[config.mk]
export PLATFORM = sky130hd
export DESIGN_NAME = msi_snoop_cache
export DESIGN_NICKNAME = d
export VERILOG_FILES = /design/src/rtl/msi_pkg.sv /design/src/rtl/msi_line_store.sv /design/src/rtl/msi_snoop_unit.sv /design/src/rtl/msi_cpu_ctrl.sv /design/src/rtl/msi_snoop_cache.sv
export SDC_FILE = /design/constraint.sdc
export NUM_CORES = 1
export LEC_CHECK = 0
export BUFFER_PORTS_ARGS = -buffer_cell sky130_fd_sc_hd__buf_4
export CORE_MARGIN = 5
export CORE_UTILIZATION = 30
export CTS_BUF_LIST = sky130_fd_sc_hd__clkbuf_4 sky130_fd_sc_hd__clkbuf_8
export CTS_CLUSTER_DIAMETER = 120
export DETAILED_ROUTE_END_ITERATION = 10
export GPL_TIMING_DRIVEN = 0
export PLACE_DENSITY = 0.58
export SETUP_SLACK_MARGIN = 0.1
export SYNTH_ARGS = -nofsm -noshare
export SYNTH_HDL_FRONTEND = slang
export SYNTH_SLANG_ARGS = --single-unit
[constraint.sdc]
create_clock -name clk -period 16.32 [get_ports clk]
set_clock_uncertainty 0.05 [all_clocks]
set_input_delay 4.08 -clock clk [delete_from_list [all_inputs] [get_ports clk]]
set_output_delay 4.08 -clock clk [all_outputs]
set_load 0.02 [all_outputs]
[src/rtl/msi_pkg.sv]
package msi_pkg;
  typedef enum logic [1:0] {
    LN_INV = 2'd0,
    LN_SHR = 2'd1,
    LN_EXC = 2'd2
  } line_st_e;

  typedef enum logic [1:0] {
    BC_NONE   = 2'd0,
    BC_RDMISS = 2'd1,
    BC_WRMISS = 2'd2,
    BC_WBACK  = 2'd3
  } bus_cmd_e;

  typedef enum logic [2:0] {
    C_IDLE = 3'd0,
    C_ARB  = 3'd1,
    C_WB   = 3'd2,
    C_CMD  = 3'd3,
    C_WAIT = 3'd4
  } ctl_st_e;
endpackage

[src/rtl/msi_line_store.sv]
module msi_line_store
  import msi_pkg::*;
#(
  parameter int IDX_W  = 2,
  parameter int TAG_W  = 6,
  parameter int DATA_W = 16
) (
  input  logic              clk,
  input  logic              rst_n,
  input  logic [IDX_W-1:0]  a_idx,
  output line_st_e          a_state,
  output logic [TAG_W-1:0]  a_tag,
  output logic [DATA_W-1:0] a_data,
  input  logic [IDX_W-1:0]  b_idx,
  output line_st_e          b_state,
  output logic [TAG_W-1:0]  b_tag,
  output logic [DATA_W-1:0] b_data,
  input  logic              st_we,
  input  logic [IDX_W-1:0]  st_idx,
  input  line_st_e          st_val,
  input  logic              ln_we,
  input  logic [IDX_W-1:0]  ln_idx,
  input  logic [TAG_W-1:0]  ln_tag,
  input  logic [DATA_W-1:0] ln_data,
  input  line_st_e          ln_state
);
  localparam int LINES = 1 << IDX_W;

  line_st_e          st_q   [LINES];
  logic [TAG_W-1:0]  tag_q  [LINES];
  logic [DATA_W-1:0] data_q [LINES];

  always_ff @(posedge clk) begin
    if (!rst_n) begin
      for (int i = 0; i < LINES; i++) st_q[i] <= LN_INV;
    end else begin
      if (ln_we) st_q[ln_idx] <= ln_state;
      if (st_we) st_q[st_idx] <= st_val;
    end
  end

  always_ff @(posedge clk) begin
    if (ln_we) begin
      tag_q[ln_idx]  <= ln_tag;
      data_q[ln_idx] <= ln_data;
    end
  end

  assign a_state = st_q[a_idx];
  assign a_tag   = tag_q[a_idx];
  assign a_data  = data_q[a_idx];
  assign b_state = st_q[b_idx];
  assign b_tag   = tag_q[b_idx];
  assign b_data  = data_q[b_idx];
endmodule

[src/rtl/msi_snoop_unit.sv]
module msi_snoop_unit
  import msi_pkg::*;
#(
  parameter int ADDR_W = 8,
  parameter int IDX_W  = 2,
  parameter int DATA_W = 16
) (
  input  logic                    clk,
  input  logic                    rst_n,
  input  logic                    snp_valid,
  input  logic [1:0]              snp_cmd,
  input  logic [ADDR_W-1:0]       snp_addr,
  output logic [IDX_W-1:0]        b_idx,
  input  line_st_e                b_state,
  input  logic [ADDR_W-IDX_W-1:0] b_tag,
  input  logic [DATA_W-1:0]       b_data,
  output logic                    st_we,
  output logic [IDX_W-1:0]        st_idx,
  output line_st_e                st_val,
  output logic                    snp_dirty,
  output logic [DATA_W-1:0]       snp_data
);
  logic match, is_rd, is_wr, dirty_now;

  assign b_idx  = snp_addr[IDX_W-1:0];
  assign st_idx = snp_addr[IDX_W-1:0];
  assign match  = snp_valid && (b_state != LN_INV) && (b_tag == snp_addr[ADDR_W-1:IDX_W]);
  assign is_rd  = (snp_cmd == BC_RDMISS);
  assign is_wr  = (snp_cmd == BC_WRMISS);
  assign dirty_now = match && (b_state == LN_EXC) && (is_rd || is_wr);

  always_comb begin
    st_we  = 1'b0;
    st_val = b_state;
    if (match && is_wr) begin
      st_we  = 1'b1;
      st_val = LN_INV;
    end else if (match && is_rd && b_state == LN_EXC) begin
      st_we  = 1'b1;
      st_val = LN_SHR;
    end
  end

  always_ff @(posedge clk) begin
    if (!rst_n) begin
      snp_dirty <= 1'b0;
      snp_data  <= '0;
    end else begin
      snp_dirty <= dirty_now;
      snp_data  <= dirty_now ? b_data : '0;
    end
  end
endmodule

[src/rtl/msi_cpu_ctrl.sv]
module msi_cpu_ctrl
  import msi_pkg::*;
#(
  parameter int ADDR_W = 8,
  parameter int IDX_W  = 2,
  parameter int DATA_W = 16
) (
  input  logic                    clk,
  input  logic                    rst_n,
  input  logic                    cpu_req_valid,
  output logic                    cpu_req_ready,
  input  logic                    cpu_req_we,
  input  logic [ADDR_W-1:0]       cpu_req_addr,
  input  logic [DATA_W-1:0]       cpu_req_wdata,
  output logic                    cpu_rsp_valid,
  output logic [DATA_W-1:0]       cpu_rsp_rdata,
  input  logic                    snp_valid,
  output logic [IDX_W-1:0]        a_idx,
  input  line_st_e                a_state,
  input  logic [ADDR_W-IDX_W-1:0] a_tag,
  input  logic [DATA_W-1:0]       a_data,
  output logic                    ln_we,
  output logic [IDX_W-1:0]        ln_idx,
  output logic [ADDR_W-IDX_W-1:0] ln_tag,
  output logic [DATA_W-1:0]       ln_data,
  output line_st_e                ln_state,
  output logic                    bus_req,
  input  logic                    bus_gnt,
  output logic                    bus_out_valid,
  output logic [1:0]              bus_out_cmd,
  output logic [ADDR_W-1:0]       bus_out_addr,
  output logic [DATA_W-1:0]       bus_out_data,
  input  logic                    fill_valid,
  input  logic [DATA_W-1:0]       fill_data
);
  localparam int TAG_W = ADDR_W - IDX_W;

  ctl_st_e           st_q;
  logic              rq_we;
  logic [ADDR_W-1:0] rq_addr;
  logic [DATA_W-1:0] rq_wdata;
  logic [ADDR_W-1:0] lk_addr;
  logic              tag_hit, hit, accept, victim_dirty, fill_done;

  assign lk_addr      = (st_q == C_IDLE) ? cpu_req_addr : rq_addr;
  assign a_idx        = lk_addr[IDX_W-1:0];
  assign tag_hit      = (a_state != LN_INV) && (a_tag == lk_addr[ADDR_W-1:IDX_W]);
  assign hit          = cpu_req_we ? (tag_hit && a_state == LN_EXC) : tag_hit;
  assign cpu_req_ready = (st_q == C_IDLE) && !snp_valid;
  assign accept       = cpu_req_valid && cpu_req_ready;
  assign victim_dirty = (a_state == LN_EXC) && (a_tag != rq_addr[ADDR_W-1:IDX_W]);
  assign fill_done    = (st_q == C_WAIT) && fill_valid;

  assign bus_req       = (st_q != C_IDLE);
  assign bus_out_valid = (st_q == C_WB) || (st_q == C_CMD);

  always_comb begin
    bus_out_cmd  = BC_NONE;
    bus_out_addr = rq_addr;
    bus_out_data = '0;
    if (st_q == C_WB) begin
      bus_out_cmd  = BC_WBACK;
      bus_out_addr = {a_tag, rq_addr[IDX_W-1:0]};
      bus_out_data = a_data;
    end else if (st_q == C_CMD) begin
      bus_out_cmd  = rq_we ? BC_WRMISS : BC_RDMISS;
      bus_out_data = rq_we ? rq_wdata : '0;
    end
  end

  always_comb begin
    ln_we    = 1'b0;
    ln_idx   = rq_addr[IDX_W-1:0];
    ln_tag   = rq_addr[ADDR_W-1:IDX_W];
    ln_data  = rq_we ? rq_wdata : fill_data;
    ln_state = rq_we ? LN_EXC : LN_SHR;
    if (accept && cpu_req_we && hit) begin
      ln_we    = 1'b1;
      ln_idx   = cpu_req_addr[IDX_W-1:0];
      ln_tag   = cpu_req_addr[ADDR_W-1:IDX_W];
      ln_data  = cpu_req_wdata;
      ln_state = LN_EXC;
    end else if (fill_done) begin
      ln_we = 1'b1;
    end
  end

  always_ff @(posedge clk) begin
    if (!rst_n) begin
      st_q          <= C_IDLE;
      rq_we         <= 1'b0;
      rq_addr       <= '0;
      rq_wdata      <= '0;
      cpu_rsp_valid <= 1'b0;
      cpu_rsp_rdata <= '0;
    end else begin
      cpu_rsp_valid <= 1'b0;
      case (st_q)
        C_IDLE: if (accept) begin
          rq_we    <= cpu_req_we;
          rq_addr  <= cpu_req_addr;
          rq_wdata <= cpu_req_wdata;
          if (hit) begin
            cpu_rsp_valid <= 1'b1;
            cpu_rsp_rdata <= cpu_req_we ? cpu_req_wdata : a_data;
          end else begin
            st_q <= C_ARB;
          end
        end
        C_ARB:  if (bus_gnt) st_q <= victim_dirty ? C_WB : C_CMD;
        C_WB:   st_q <= C_CMD;
        C_CMD:  st_q <= C_WAIT;
        C_WAIT: if (fill_valid) begin
          st_q          <= C_IDLE;
          cpu_rsp_valid <= 1'b1;
          cpu_rsp_rdata <= rq_we ? rq_wdata : fill_data;
        end
        default: st_q <= C_IDLE;
      endcase
    end
  end

  logic unused_tagw;
  assign unused_tagw = (TAG_W > 0);
endmodule

[src/rtl/msi_snoop_cache.sv]
module msi_snoop_cache
  import msi_pkg::*;
#(
  parameter int ADDR_W = 8,
  parameter int IDX_W  = 2,
  parameter int DATA_W = 16
) (
  input  logic              clk,
  input  logic              rst_n,
  input  logic              cpu_req_valid,
  output logic              cpu_req_ready,
  input  logic              cpu_req_we,
  input  logic [ADDR_W-1:0] cpu_req_addr,
  input  logic [DATA_W-1:0] cpu_req_wdata,
  output logic              cpu_rsp_valid,
  output logic [DATA_W-1:0] cpu_rsp_rdata,
  output logic              bus_req,
  input  logic              bus_gnt,
  output logic              bus_out_valid,
  output logic [1:0]        bus_out_cmd,
  output logic [ADDR_W-1:0] bus_out_addr,
  output logic [DATA_W-1:0] bus_out_data,
  input  logic              fill_valid,
  input  logic [DATA_W-1:0] fill_data,
  input  logic              snp_valid,
  input  logic [1:0]        snp_cmd,
  input  logic [ADDR_W-1:0] snp_addr,
  output logic              snp_dirty,
  output logic [DATA_W-1:0] snp_data
);
  localparam int TAG_W = ADDR_W - IDX_W;

  logic [IDX_W-1:0]  a_idx, b_idx, st_idx, ln_idx;
  line_st_e          a_state, b_state, st_val, ln_state;
  logic [TAG_W-1:0]  a_tag, b_tag, ln_tag;
  logic [DATA_W-1:0] a_data, b_data, ln_data;
  logic              st_we, ln_we;

  msi_line_store #(.IDX_W(IDX_W), .TAG_W(TAG_W), .DATA_W(DATA_W)) u_store (
    .clk(clk), .rst_n(rst_n),
    .a_idx(a_idx), .a_state(a_state), .a_tag(a_tag), .a_data(a_data),
    .b_idx(b_idx), .b_state(b_state), .b_tag(b_tag), .b_data(b_data),
    .st_we(st_we), .st_idx(st_idx), .st_val(st_val),
    .ln_we(ln_we), .ln_idx(ln_idx), .ln_tag(ln_tag), .ln_data(ln_data), .ln_state(ln_state)
  );

  msi_snoop_unit #(.ADDR_W(ADDR_W), .IDX_W(IDX_W), .DATA_W(DATA_W)) u_snoop (
    .clk(clk), .rst_n(rst_n),
    .snp_valid(snp_valid), .snp_cmd(snp_cmd), .snp_addr(snp_addr),
    .b_idx(b_idx), .b_state(b_state), .b_tag(b_tag), .b_data(b_data),
    .st_we(st_we), .st_idx(st_idx), .st_val(st_val),
    .snp_dirty(snp_dirty), .snp_data(snp_data)
  );

  msi_cpu_ctrl #(.ADDR_W(ADDR_W), .IDX_W(IDX_W), .DATA_W(DATA_W)) u_ctrl (
    .clk(clk), .rst_n(rst_n),
    .cpu_req_valid(cpu_req_valid), .cpu_req_ready(cpu_req_ready),
    .cpu_req_we(cpu_req_we), .cpu_req_addr(cpu_req_addr), .cpu_req_wdata(cpu_req_wdata),
    .cpu_rsp_valid(cpu_rsp_valid), .cpu_rsp_rdata(cpu_rsp_rdata),
    .snp_valid(snp_valid),
    .a_idx(a_idx), .a_state(a_state), .a_tag(a_tag), .a_data(a_data),
    .ln_we(ln_we), .ln_idx(ln_idx), .ln_tag(ln_tag), .ln_data(ln_data), .ln_state(ln_state),
    .bus_req(bus_req), .bus_gnt(bus_gnt),
    .bus_out_valid(bus_out_valid), .bus_out_cmd(bus_out_cmd),
    .bus_out_addr(bus_out_addr), .bus_out_data(bus_out_data),
    .fill_valid(fill_valid), .fill_data(fill_data)
  );
endmodule

==> out/metrics.yaml <==
drtIter0Drc: 869
grt_usage_pct: 19.3
path_common_cell: "clkbuf_1"
cp_cell_sequence: "buf_2 > nor4b_1 > nor2_1 > clkbuf_1 > clkbuf_1 > clkbuf_1 > clkbuf_1 > a31oi_1 > a22o_1 > buf_4"
path_max_fanout: 10
p_int_uw: 657
worstSetupPathType: "primary input to output pin"
numCtsBuffers: 17
worstSkewPairLatency_ns: 0.49
overflow: 0
yosys_warnings: 0
period_needed_ns: 11.65
antenna_left: 0
finalHoldViolCount: 0
p_per_area_mw_per_mm2: 93.8
startpoint: "cpu_req_addr[1]"
final_area_mm2: 0.0104
relSlewSlack_pct: 8.66
fmax_mhz: 85.8
clk_pin_slew_worst_paths_ns: 0.08
worstHoldStart: "u_ctrl.cpu_rsp_rdata[11]"
core_mm2: 0.0285
hold_buffers: 0
antenna_found_initial: 1
yosysSeqAreaShare_pct: 48.1
grt_max_degree: 23
seqPwrFrac_pct: 44.6
syn_nets: 889
io_buffer_count: 114
drive_gt1_share_pct: 22.2
syn2layout_area_growth_pct: 21.5
synth_compound_gate_area_share_pct: 17.4
fillers: 2856
cts-root-buf: "clkbuf_8"
globalplace.congestion: 0.931
synth-adder-area-share_pct: 0.292
synthSimpleGateAreaFrac_pct: 15.3
hpwl_mm: 23.4
most-common-layout-cells: "buf_4, nand2_1, edfxtp_1"
max_cap_viol_count: 0
drcViolationCount: 0
yosys-mux-area-fraction_pct: 13.1
yosys.area.top_type: "edfxtp_1"
die_h_um: 179
min_period_over_period_pct: 71.4
status: "complete, no violations"
nets: 1025
synth_xor_area_share_pct: 1.63
cts_resized: 0
yosys_register_bits: 158
cp.arrival_ns: 7.52
ys_top_cells_by_area: "edfxtp_1, dfxtp_1, mux4_2"
placed_area_mm2: 0.0100
async_reset_ff_share_pct: 0
antenna_cells: 0
rows: 62
final_common_cell: "buf_4"
yosys.area.top_type_share_pct: 33.6
vias: 7629
worstReg2RegStart: "u_ctrl.rq_addr[1]"
postSynthAreaPerCell_um2: 10.3
clkPwrFrac_pct: 31.1
layoutNonFillerInstCount: 1363
setup.worst_path.start_class: "primary input"
detail_route.wl_per_cell_um: 23.2
synth_top_family_by_area: "compound AO/OA/AOI/OAI gates"
power_switching_uw: 321
synth_area_mm2: 0.00858
worst_pin_slew_ns: 1.37
critical_path_required_ns: 12.19
slew_viol_final: 0
rsz0062_at_grt: "false"
p_comb_share_pct: 24.2
p_total_uw: 978
dp_cells: 1331
io_pins: 120
finalSetupViolCount: 0
die_w_um: 179
cts_tree: "yes"
routed_wirelength_mm: 31.6
vias_per_cell: 5.60
die_area_mm2: 0.0321
sw_frac_of_total_pct: 32.8
synth-edff-count: 96
first_global_vias: 7289
clock-sinks: 158
synthCells: 830
firstDrtPassIters: 6
grt_pass1_wl_mm: 45.7
max-vdd-ir-drop_mv: 0.0526
post_cts_buffers: 0
htree_levels: 4
leakage_uw: 0.00369
cts_max_path_buffers: 2
cp-end-kind: "output pin"
cpMaxStageDelayCell: "clkbuf_1"
tns_ns: 0
ys_dominant_reg_cell: "edfxtp_1"
ys_types: 65
initial_core_util_pct: 30.1
max_stage_delay_ns: 0.56
hp-class: "flop to flop"
-- worst max-delay path, delay by kind of cell --
family,cells,cell delay [ns]
AO/OA/AOI/OAI,2,0.49
AND/OR/NAND/NOR,2,0.41
buffers and inverters,6,2.53
-- cells in the mapped netlist, types with 2 or more instances --
cell type	count
a211oi_1	36
a21oi_1	87
a22o_1	16
a22oi_1	2
a311oi_1	17
a31oi_1	20
a32oi_1	4
and2_1	4
and3_1	23
buf_1	6
buf_2	6
buf_4	2
buf_6	3
clkbuf_1	58
dfxtp_1	62
edfxtp_1	96
ha_1	2
inv_1	10
mux2_2	14
mux2i_1	36
mux4_2	27
nand2_1	107
nand2b_1	4
nand3_1	36
nand3b_1	2
nand4b_1	2
nor2_1	34
nor2b_1	23
nor3_1	10
nor4_1	3
nor4b_1	2
o21a_1	2
o21ai_0	25
o31a_1	2
or2_2	2
or4b_4	2
xnor2_1	8
xor2_1	8
-- area by class of cell --
cell class	count	area, µm²	share of cell area (%)
Buffer	75	319	3.06
Tap cell	384	480	4.61
Timing Repair Buffer	117	926	8.88
Inverter	10	37.5	0.360
Sequential cell	158	4120	39.6
Clock buffer	18	241	2.32
Multi-Input combinational cell	587	4140	39.7
Clock inverter	14	159	1.52
-- per-layer routing --
layer,wire length (µm),GRT usage (%)
met1,12800,25.4
met2,14800,30.5
met3,2840,4.26
met4,1140,8.28
met5,10,0
-- cells by family (layout without fill, tap and decap cells) --
logic type / Yosys count / count (layout)
and+or+nand+nor: 264 / 264
AOI/OAI and AO/OA: 228 / 228
DFF: 158 / 158
buffers and inverters: 85 / 234
muxes: 77 / 77
xor gates and xnor gates: 16 / 16
adders and majority gates: 2 / 2
-- flip-flops by register name, indices dropped and copies added, names as in the netlist --
signal,count
u_ctrl.cpu_rsp_rdata,16
u_ctrl.cpu_rsp_valid,1
u_ctrl.rq_addr,8
u_ctrl.rq_wdata,16
u_ctrl.rq_we,1
u_ctrl.st_q,3
u_snoop.snp_data,16
u_snoop.snp_dirty,1
u_store.data_q,64
u_store.st_q,8
u_store.tag_q,24
-- stage by stage --
stage	setup WS (ns)	utilization (%)	hold WS, ns
6_report	4.67	36.6	0.423
2_1_floorplan	6.14	-	0.399
3_3_place_gp	4.67	34.8	0.405
5_1_grt	4.69	36.6	0.441
3_5_place_dp	4.83	35.2	0.410
4_1_cts	4.82	36.6	0.426
-- worst paths after layout --
path,endpoint,slack [ns],cells past startpoint
setup reg to reg,u_store.tag_q[2][1],11.35,10
hold reg to reg,u_ctrl.cpu_rsp_rdata[11],0.42,2
setup / recovery,bus_out_data[12],4.67,10
hold / removal,u_ctrl.cpu_rsp_rdata[11],0.42,2
-- power groups by stage --
stage | Combinational (µW) | Clock, µW | Sequential (µW)
3_5_place_dp | 231 | 0 | 446
6_report | 237 | 304 | 436
2_1_floorplan | 150 | 0 | 444
4_1_cts | 232 | 306 | 436
3_3_place_gp | 230 | 0 | 445
5_1_grt | 250 | 324 | 437
Power figures use the tool's default switching activity.
